`src/rtl/flash_cmd_decoder.sv`:
```
module flash_cmd_decoder #(
  parameter int ADDR_W = 20,
  parameter int DATA_W = 16,
  parameter int CFG_LSB = 12,
  parameter int SECT_LSB = 15,
  parameter logic [7:0] CFG_DEFAULT = 8'h00
) (
  input  logic              clk,
  input  logic              rst_n,
  input  logic              wr_en,
  input  logic [ADDR_W-1:0] wr_addr,
  input  logic [DATA_W-1:0] wr_data,
  input  logic              op_busy,
  input  logic              err_flag,
  input  logic [ADDR_W-1:0] rd_addr,
  output logic [2:0]        mode,
  output logic              rd_ok,
  output logic [7:0]        cfg_code,
  output logic              sync_en,
  output logic [2:0]        wait_states,
  output logic              burst_mode,
  output logic              clk_edge,
  output logic              rdy_timing
);
  localparam int SECT_W = ADDR_W - SECT_LSB;

  typedef enum logic [2:0] {
    M_READ = 3'd0, M_ASEL = 3'd1, M_SUSP = 3'd2, M_BUSY = 3'd3, M_UNK = 3'd4
  } mode_t;

  typedef enum logic [2:0] {
    Q_IDLE, Q_U1, Q_U2, Q_PGM, Q_E1, Q_E2, Q_E3
  } seq_t;

  mode_t             mode_q, mode_d;
  seq_t              seq_q, seq_d;
  logic              susp_q, susp_d;
  logic              prog_q, prog_d;
  logic [SECT_W-1:0] sect_q, sect_d;
  logic [7:0]        cfg_q, cfg_d;
  logic              cfg_set_q, cfg_set_d;

  wire [11:0] a12    = wr_addr[11:0];
  wire [7:0]  cmd    = wr_data[7:0];
  wire        at555  = (a12 == 12'h555);
  wire        at2aa  = (a12 == 12'h2AA);
  wire        is_rst = (cmd == 8'hF0);
  wire [SECT_W-1:0] wr_sect = wr_addr[ADDR_W-1:SECT_LSB];
  wire [SECT_W-1:0] rd_sect = rd_addr[ADDR_W-1:SECT_LSB];
  wire mode_home = susp_q ? M_SUSP : M_READ;

  always_comb begin
    mode_d    = mode_q;
    seq_d     = seq_q;
    susp_d    = susp_q;
    prog_d    = prog_q;
    sect_d    = sect_q;
    cfg_d     = cfg_q;
    cfg_set_d = cfg_set_q;
    case (mode_q)
      M_BUSY: begin
        if (!op_busy) begin
          if (prog_q && susp_q) begin
            mode_d = M_SUSP;
          end else begin
            mode_d = M_READ;
            susp_d = 1'b0;
          end
        end else if (wr_en && is_rst && err_flag) begin
          if (prog_q && susp_q) begin
            mode_d = M_SUSP;
          end else begin
            mode_d = M_READ;
            susp_d = 1'b0;
          end
        end else if (wr_en && cmd == 8'hB0 && !prog_q) begin
          mode_d = M_SUSP;
          susp_d = 1'b1;
        end
      end
      M_ASEL, M_UNK: begin
        if (wr_en && is_rst) begin
          mode_d = susp_q ? M_SUSP : M_READ;
          seq_d  = Q_IDLE;
        end
      end
      default: begin
        if (wr_en) begin
          if (is_rst) begin
            seq_d = Q_IDLE;
          end else begin
            seq_d = Q_IDLE;
            case (seq_q)
              Q_IDLE: begin
                if (cmd == 8'hAA && at555) seq_d = Q_U1;
                else if (mode_q == M_SUSP && cmd == 8'h30) begin
                  mode_d = M_BUSY;
                  prog_d = 1'b0;
                  susp_d = 1'b0;
                end else mode_d = M_UNK;
              end
              Q_U1: begin
                if (cmd == 8'h55 && at2aa) seq_d = Q_U2;
                else mode_d = M_UNK;
              end
              Q_U2: begin
                if (!at555) mode_d = M_UNK;
                else begin
                  case (cmd)
                    8'hA0: seq_d = Q_PGM;
                    8'h80: begin
                      if (susp_q) mode_d = M_UNK;
                      else seq_d = Q_E1;
                    end
                    8'h90: mode_d = M_ASEL;
                    8'hC0: begin
                      if (!op_busy && !susp_q) begin
                        cfg_d     = wr_addr[CFG_LSB +: 8];
                        cfg_set_d = 1'b1;
                      end
                    end
                    default: mode_d = M_UNK;
                  endcase
                end
              end
              Q_PGM: begin
                mode_d = M_BUSY;
                prog_d = 1'b1;
              end
              Q_E1: begin
                if (cmd == 8'hAA && at555) seq_d = Q_E2;
                else mode_d = M_UNK;
              end
              Q_E2: begin
                if (cmd == 8'h55 && at2aa) seq_d = Q_E3;
                else mode_d = M_UNK;
              end
              Q_E3: begin
                if (cmd == 8'h30) begin
                  mode_d = M_BUSY;
                  prog_d = 1'b0;
                  sect_d = wr_sect;
                end else mode_d = M_UNK;
              end
              default: mode_d = M_UNK;
            endcase
          end
        end
      end
    endcase
  end

  always_ff @(posedge clk or negedge rst_n) begin
    if (!rst_n) begin
      mode_q    <= M_READ;
      seq_q     <= Q_IDLE;
      susp_q    <= 1'b0;
      prog_q    <= 1'b0;
      sect_q    <= '0;
      cfg_q     <= CFG_DEFAULT;
      cfg_set_q <= 1'b0;
    end else begin
      mode_q    <= mode_d;
      seq_q     <= seq_d;
      susp_q    <= susp_d;
      prog_q    <= prog_d;
      sect_q    <= sect_d;
      cfg_q     <= cfg_d;
      cfg_set_q <= cfg_set_d;
    end
  end

  assign mode        = mode_q;
  assign rd_ok       = (mode_q == M_READ) || (mode_q == M_ASEL) ||
                       ((mode_q == M_SUSP) && (rd_sect != sect_q));
  assign cfg_code    = cfg_q;
  assign sync_en     = cfg_set_q & cfg_q[7];
  assign wait_states = cfg_q[6:4];
  assign burst_mode  = cfg_q[3];
  assign clk_edge    = cfg_q[2];
  assign rdy_timing  = cfg_q[1];

  logic unused_ok;
  assign unused_ok = &{1'b0, mode_home, wr_data[DATA_W-1:8]};
endmodule

```
`config.mk`:
```
export PLATFORM = sky130hd
export DESIGN_NAME = flash_cmd_decoder
export DESIGN_NICKNAME = d
export VERILOG_FILES = /design/src/rtl/flash_cmd_decoder.sv
export SDC_FILE = /design/constraint.sdc
export NUM_CORES = 1
export LEC_CHECK = 0
export BUFFER_PORTS_ARGS = -buffer_cell sky130_fd_sc_hd__buf_2
export CAP_MARGIN = 10
export CORE_ASPECT_RATIO = 1.5
export CORE_UTILIZATION = 45
export DETAILED_ROUTE_END_ITERATION = 8
export GPL_ROUTABILITY_DRIVEN = 0
export PLACE_DENSITY_LB_ADDON = 0.1
export SETUP_SLACK_MARGIN = 0.02
export SYNTH_ARGS = -nofsm -noshare
export SYNTH_HDL_FRONTEND = slang
export SYNTH_SLANG_ARGS = --single-unit
```
`constraint.sdc`:
```
create_clock -name clk -period 2.25 [get_ports clk]
set_input_delay 0.45 -clock clk [delete_from_list [all_inputs] [get_ports clk]]
set_output_delay 0.45 -clock clk [all_outputs]
set_load 0.01 [all_outputs]
```
### Word-level counts from Yosys, hierarchy flattened

Cells that the tools add are included.

* output and inout port bits: 19
* logic and storage cells: 122
* flip-flop bits (word level): 22
* bits of input ports: 61

* reduce and logical (&&, ||, !) cells: 33
* bitwise operators: 5
* mux-type cells: 42
* equality and inequality tests: 35

Operators by type and width (number)
* 3-bit two-way mux: 20
* 8-bit equality test (second input constant): 7
* 7-bit AND reduction: 3
* 3-bit case mux with 2 select lines: 3
* 3-bit case mux with 6 select lines: 1
* 3-bit case mux with 5 select lines: 1
* 12-bit by 10-bit equality test with 1-bit output (second input constant): 1
* 12-bit by 11-bit equality test with 1-bit output (second input constant): 1
* 3-bit by 2-bit equality test with 1-bit output (second input constant): 4
* 3-bit equality test (second input constant): 4
* 4-bit != test (second input constant): 3
* 1-bit two-way mux: 11
* 1-bit logical AND: 10
* 3-bit case mux with 3 select lines: 1
* 9-bit AND reduction: 1
* 8-bit by 6-bit equality test with 1-bit output (second input constant): 1
* 8-bit by 7-bit equality test with 1-bit output (second input constant): 1
* 2-bit != test (second input constant): 4
* 2-bit nonzero test: 4
* 3-bit by 1-bit equality test with 1-bit output (second input constant): 2
* 3-bit zero test: 2
* 2-bit two-way mux: 3
* 6-bit != test (second input constant): 1
* 3-bit nonzero test: 2
* 15 further kinds: 24

### Depth between registers and ports, before layout

Gate-level depths: netlist of the first run.

* depth in word-level cells: 8
* depth in mapped cells: 7
* mapped depth without buffers: 6

### Worst setup path after synthesis of the first run

Ideal clock, no wire load.

* path type: input to register
* start point: input wr_data[3]
* end point: register mode_q[2], in the netlist mode[2]
* setup time: 0.121 ns
* buffers on the path: 0
* stages: 6
* data required time: 2.129 ns
* path slack: -0.045 ns
* data arrival time: 2.174 ns
* cells stage by stage: or4b_4 -> nor4b_4 -> or4b_1 -> o211ai_2 -> a21oi_1 -> a22o_1

* cells in the longest elaborated chain, start to end: 8

RTL lines
* start, declared: RTL line 12 `input logic [DATA_W-1:0] wr_data,`
* 8-bit equality test or 8-bit by 6-bit equality test with 1-bit output (tied branches): RTL line 109, 96, 139
* 2-bit OR reduction (no source line) or 1-bit logical AND (tied branches)
* 3-bit case mux with 3 select lines or 3-bit two-way mux (tied branches): RTL line 109, 96
* 3-bit two-way mux, on equally long branches: RTL line 107, 95
* 3-bit case mux with 6 select lines: RTL line 93 `case (seq_q)`
* 3-bit two-way mux: RTL line 89 `if (is_rst) begin`
* 3-bit two-way mux: RTL line 88 `if (wr_en) begin`
* 3-bit case mux with 2 select lines: RTL line 60 `case (mode_q)`
* end signal, assigned: RTL line 163 `mode_q <= mode_d;`
* end, declared: RTL line 35 `mode_t mode_q, mode_d;`

Parallel ways exist; a longest one is shown, timed or not. The select of a mux whose other input is x is not followed.
A chain may end at the register's enable or synchronous reset.

### Worst setup path in the final report of the first run

Same ends and word-level chain as after synthesis.

==> summary.txt, run 1 <==
Outcome
  • Status: finished clean

Pwr
  • PD cells: 507.0 mW/mm^2
  • Pwr Total: 1.028 mW
  • Worst IR Drop VDD: 0.0004495 V
  • Leakage Power: 1.049 nW

Placed design
  • IO Port Bufs: 56
  • Dpl cells: 269
  • Dpl hpwl: 3010 um

Yosys
  • Post-synth top area cell: dfrtp_1
  • Top cell type's share of synthesized area: 0.3673
  • Synth warn: 0
  • Area contributors post-synth: dfrtp_1, mux2_2, nand4_1
  • Synth Cell Area: 0.001499 sq mm
  • Synthesized Nets: 220
  • Async SR Flop Fraction: 1.000
  • Synth unique cells: 46
  • Sequential share of the synthesized area: 0.3673
  • Synthesized area per cell: 9.427 sq um
  • Flops & latches, synth: 22
  • Cells after Synth: 159
  • Ys flop type: dfrtp_1
  • Post-synth EDFFs: 0

Global route
  • Vias in the first global route: 1517
  • All-layer global routing usage: 0.2212
  • Global-route wire length before repair: 6306 um
  • Met3 GRT Util: 0.02917
  • Initial antenna violation count: 0
  • Remaining Overflow, GRT: 0
  • Met1 Resource Use GR: 0.2593
  • Gr busiest metal: met2
  • Met2 Use GR: 0.3957
  • Largest net degree at the start of global routing: 23

Clock network
  • CTS tree: done
  • Clock Latency Late Sink: 0.25 ns
  • Clk slew on worst S/H paths: 0.07 ns
  • # H-tree levels: 1
  • CTS Root Cell: clkbuf_8
  • TritonCTS buffer count: 3
  • Maximum clock path buffer count: 2
  • # clock sinks: 22

Finish
  • Share of cells above drive strength 1: 0.4612
  • Fill count: 289
  • Multi-input gate area: 888.4 sq um
  • N_diodes: 0
  • Nets: 295
  • Register Area: 550.5 sq um
  • Layout Cells excl Fill: 272
  • Finished Core Util: 0.6416
  • Area delta synth->final: 35.23%

Die
  • DIE AREA: 0.003571 sq mm
  • Initial Util: 0.4745
  • Core ar.: 0.003159 sq mm
  • Die Y: 72.69 um
  • Rows: 25
  • Boundary pin count: 80
  • Die W: 49.13 um

Worst setup path
  • WP data arrival: 2.34 ns
  • Reg2reg end: cfg_code[7]
  • Worst Path Required: 2.39 ns
  • R2R Setup Slk: 0.21 ns
  • Worst R2R Path Depth: 6
  • Reg-to-Reg Start: mode[0]
  • CP Capture Point: mode[2]
  • Worst setup EP type: flip-flop
  • Critical path class: input port to flip-flop
  • Crit path from: wr_data[3]
  • CP Launch Type: input port
  • Critical Path Fanout Max: 3

Timing
  • Slew margin rel.: 0.6719
  • Hold slack: 0.1540 ns
  • RSZ-0062 raised after global routing: yes
  • Period utilization: 0.9773
  • Hold Fails Final Rpt: 0
  • Slew @ Worst Pin: 0.4921 ns
  • Fmax: 454.8 MHz
  • Final setup fails: 0
  • Fin crit period: 2.199 ns
  • Final Skew: 0.001651 ns
  • Max Slew Vio Count: 0

Drt
  • DR WL/cell: 13.58 um
  • Drt drc: 0
  • Total number of vias: 1512
  • Antenna viol nets, final: 0
  • DRT iter0 DRCs: 30
  • DRT Wirelength: 3695 um
  • First-pass detailed-route iteration total: 4
  • DR vias/cell: 5.559

Flow run
  • Number of max-cap violations: 0

Min path
  • Hold Path Class: input port to asynchronous set/reset pin
-- synthesized netlist by cell type (4+ instances only) --
library cell   n
nor3b_1        5
inv_1          4
nand4_1        8
clkbuf_1       4
nand2b_1       4
o21ai_0        9
nand2_1        8
mux2_2        13
a21o_1         4
dfrtp_1       22
nor2_1        11
a21oi_1        7
buf_4          6
and3_1         4
-- timing repair --
action                                 4_1_cts  5_1_grt
hold buffers                                 0        0
buffers inserted                             0        0
setup endpoints to repair                    0       12
endpoints found under the hold margin        0        0
resized for setup                            0        5
-- worst max-delay path, cell delays in order --
cell and delay (ns):
buf_6 0.09, or4b_4 0.55, nor4b_4 0.25, or4b_4 0.51
o211ai_4 0.20, a21oi_2 0.07, a22o_1 0.22
-- report_power, final --
group	switching, mW	internal, mW	total, mW
Sequential	0.0307	0.414	0.444
Clock	0.111	0.119	0.230
Combinational	0.182	0.171	0.353
-- layout make-up --
type | instances | area share
Inverter | 4 | 0.007407
Multi-Input combinational cell | 121 | 0.4383
Timing Repair Buffer | 82 | 0.2377
Sequential cell | 22 | 0.2716
Clock buffer | 3 | 0.02037
Tap cell | 40 | 0.02469
-- kinds of logic (layout without fill, tap and decap cells) --
group                     after synthesis  after routing  share of synthesized area
and+or+nand+nor                        70             70                     0.3038
AOI/OAI and AO/OA                      33             33                     0.1452
DFF                                    22             22                     0.3673
buffers and inverters                  16             89                    0.05675
muxes                                  13             13                    0.09766
xor gates and xnor gates                5              5                    0.02922
-- through the flow --
stage | setup TNS [ns] | setup WS, ns | instance area, sq um
6_report | 0 | 0.05115 | 2027
5_1_grt | -0.008693 | -0.006708 | 2027
4_1_cts | 0 | 0.02006 | 1999
3_5_place_dp | -2.422 | -0.2282 | 1958
3_3_place_gp | -2.437 | -0.2309 | 1958
2_1_floorplan | -0.02466 | -0.02466 | 1503
-- worst min-delay path by stage --
stage,start,to,slack [ns],cells past startpoint
floorplan,rst_n,cfg_code[0],0.15,0
global placement,rst_n,cfg_code[4],0.43,1
detailed placement,rst_n,cfg_code[4],0.44,1
CTS,rst_n,cfg_code[4],0.16,1
global route,rst_n,mode[1],0.19,1
finish,rst_n,cfg_code[4],0.15,1
-- routing by layer --
metal,share of wire,vias to the layer above
met3,0.045,10
met2,0.51,57
li1,-,736
met5,0,-
met1,0.42,709
met4,0.026,0
-- cell usage in the layout (no fill, tap or decap), types with 4 or more instances in the layout --
cell type / instances
buf_2: 55
buf_4: 26
dfrtp_1: 22
mux2_2: 13
nor2_1: 11
o21ai_0: 9
nand2_1: 8
nand4_1: 8
a21oi_1: 6
nor3b_1: 5
and3_1: 4
inv_1: 4
nand2b_1: 4
a21o_1: 4
-- state kept, by name, indices dropped and copies added, names as in the netlist --
name / count
cfg_code: 8
sect_q: 5
mode: 3
seq_q: 3
cfg_set_q: 1
prog_q: 1
susp_q: 1
Note: power is estimated with default switching activity, not from simulation.
==> inputs of run 2 (changes only) <==
- PLACE_DENSITY: not set -> 0.8
- PLACE_DENSITY_LB_ADDON: 0.1 -> not set
==> summary.txt, run 2 (synthesized netlist as in run 1, its figures left out) <==
Global route
  • Remaining Overflow, GRT: 0
  • All-layer global routing usage: 0.2238
  • Initial antenna violation count: 0
  • Largest net degree at the start of global routing: 23
  • Global-route wire length before repair: 6182 um
  • Vias in the first global route: 1469

Clock network
  • Maximum clock path buffer count: 2
  • # clock sinks: 22
  • Cts hold-fix bufs: 0
  • Clock Latency Late Sink: 0.26 ns
  • CTS Root Cell: clkbuf_8
  • # H-tree levels: 1
  • TritonCTS buffer count: 3
  • CTS tree: done
  • Clk slew on worst S/H paths: 0.07 ns

Drt
  • Total number of vias: 1519
  • Antenna viol nets, final: 0
  • DR WL/cell: 13.99 um
  • First-pass detailed-route iteration total: 6
  • DRT Wirelength: 3764 um
  • DRT iter0 DRCs: 37
  • DR vias/cell: 5.647
  • Drt drc: 0

Finish
  • Fin area: 0.002002 sq mm
  • Finished Core Util: 0.6337
  • N_diodes: 0
  • Most frequent cells in the layout: buf_2, dfrtp_1, buf_4, mux2_2, nor2_1
  • Most common cell after layout, fill and taps aside: buf_2
  • Area delta synth->final: 33.56%
  • Max reg flops: 8
  • Share of cells above drive strength 1: 0.4454
  • Nets: 291

Timing
  • Max Slew Vio Count: 0
  • Period utilization: 0.9909
  • Fmax: 448.5 MHz
  • Hold slack: 0.1404 ns
  • Fin crit period: 2.230 ns
  • Hold Fails Final Rpt: 0
  • Final setup fails: 0
  • RSZ-0062 raised after global routing: yes
  • Slew @ Worst Pin: 0.4718 ns
  • Slew margin rel.: 0.6854
  • Final Skew: 0.003224 ns

Worst setup path
  • Critical path class: input port to flip-flop
  • Reg2reg end: cfg_code[6]
  • CP Capture Point: mode[2]
  • Reg-to-Reg Start: mode[1]
  • CP Launch Type: input port
  • Worst Path Required: 2.40 ns
  • Critical path's slowest cell: or4b_4
  • Worst R2R Path Depth: 6
  • WP data arrival: 2.38 ns
  • R2R Setup Slk: 0.20 ns
  • CP max stage delay: 0.57 ns
  • CP cell instances: buf_6, or4b_4, nor4b_4, or4b_4, o211ai_4, a21oi_2, a22o_1
  • Crit path from: wr_data[3]
  • Crit-path most repeated cell: or4b_4
  • Critical Path Fanout Max: 3
  • Worst setup EP type: flip-flop

Placed design
  • Placed Area: 0.001921 sq mm
  • Dpl hpwl: 3028 um
  • IO Port Bufs: 56

Die
  • DIE AREA: 0.003571 sq mm
  • Die Y: 72.69 um
  • Boundary pin count: 80
  • Rows: 25
  • Core ar.: 0.003159 sq mm
  • Die W: 49.13 um
  • Initial Util: 0.4745

Pwr
  • PD cells: 527.5 mW/mm^2
  • Worst IR Drop VDD: 0.0004513 V
  • Leakage Power: 1.035 nW

Flow run
  • Number of max-cap violations: 0

Min path
  • Hold Path Class: input port to asynchronous set/reset pin

Outcome
  • Status: finished clean
## run 2: cell types whose count changed in the layout (fill, tap and decap cells not counted)
cell | previous run | this run
nor3_2 | 1 | 0
or4_1 | 0 | 1
nor3_1 | 2 | 3
or4_4 | 1 | 0
clkbuf_8 | 3 | 4
buf_4 | 26 | 22
## run 2: cell type report
class | instances | area (sq um)
flip-flops and latches | 22 | 550.5
inverters | 4 | 15.01
well taps | 40 | 50.05
fillers | 277 | 1157
clock buffers | 4 | 55.05
repair buffers | 78 | 451.7
multi-input cells | 121 | 879.6
## run 2: how the worst min path moves through the flow
stage          slack, ns  depth (start not counted)     endpoint  start
2_1_floorplan       0.15                          0  cfg_code[0]  rst_n
3_3_place_gp        0.43                          1  cfg_code[4]  rst_n
3_5_place_dp        0.44                          1       susp_q  rst_n
4_1_cts             0.16                          1    sect_q[4]  rst_n
5_1_grt             0.18                          1      mode[2]  rst_n
6_report            0.14                          1  cfg_code[4]  rst_n
## run 2: critical path: cells and delay by family
family / cells / cell delay, ns
AOI/OAI and AO/OA: 3 / 0.48
buffers and inverters: 1 / 0.09
and+or+nand+nor: 3 / 1.35
## run 2: layer usage
metal  track usage  vias up  routed length [um]
met5             0        -                   0
met4        0.1242        0                 112
met3       0.01667       11                 172
met2        0.4323       64                2052
met1        0.2340      710                1426
li1              -      734                   -
## run 2: per-stage QoR
stage | setup slack (ns) | setup TNS (ns) | power [mW] | std cells
final | 0.02043 | 0 | 1.056 | 269
after global routing | -0.04419 | -0.06950 | 1.120 | 269
after CTS | 0.02235 | 0 | 1.058 | 268
after detailed placement | -0.2571 | -2.479 | 0.7847 | 264
after global placement | -0.2483 | -2.351 | 0.7785 | 264
after floorplan | -0.02466 | -0.02466 | 0.6363 | 159
## run 2: what timing repair did
item,in CTS,in global routing
setup buffers,0,1
endpoints found under the setup margin,2,3
resized for setup,0,3
pin swaps,1,1
## run 2: where the power goes
group          leakage, nW  internal (mW)  total [mW]  switching [mW]
logic                0.710          0.159       0.336           0.177
registers            0.296          0.414       0.449          0.0351
clock network       0.0288          0.156       0.272           0.116
total                 1.03          0.728        1.06           0.328
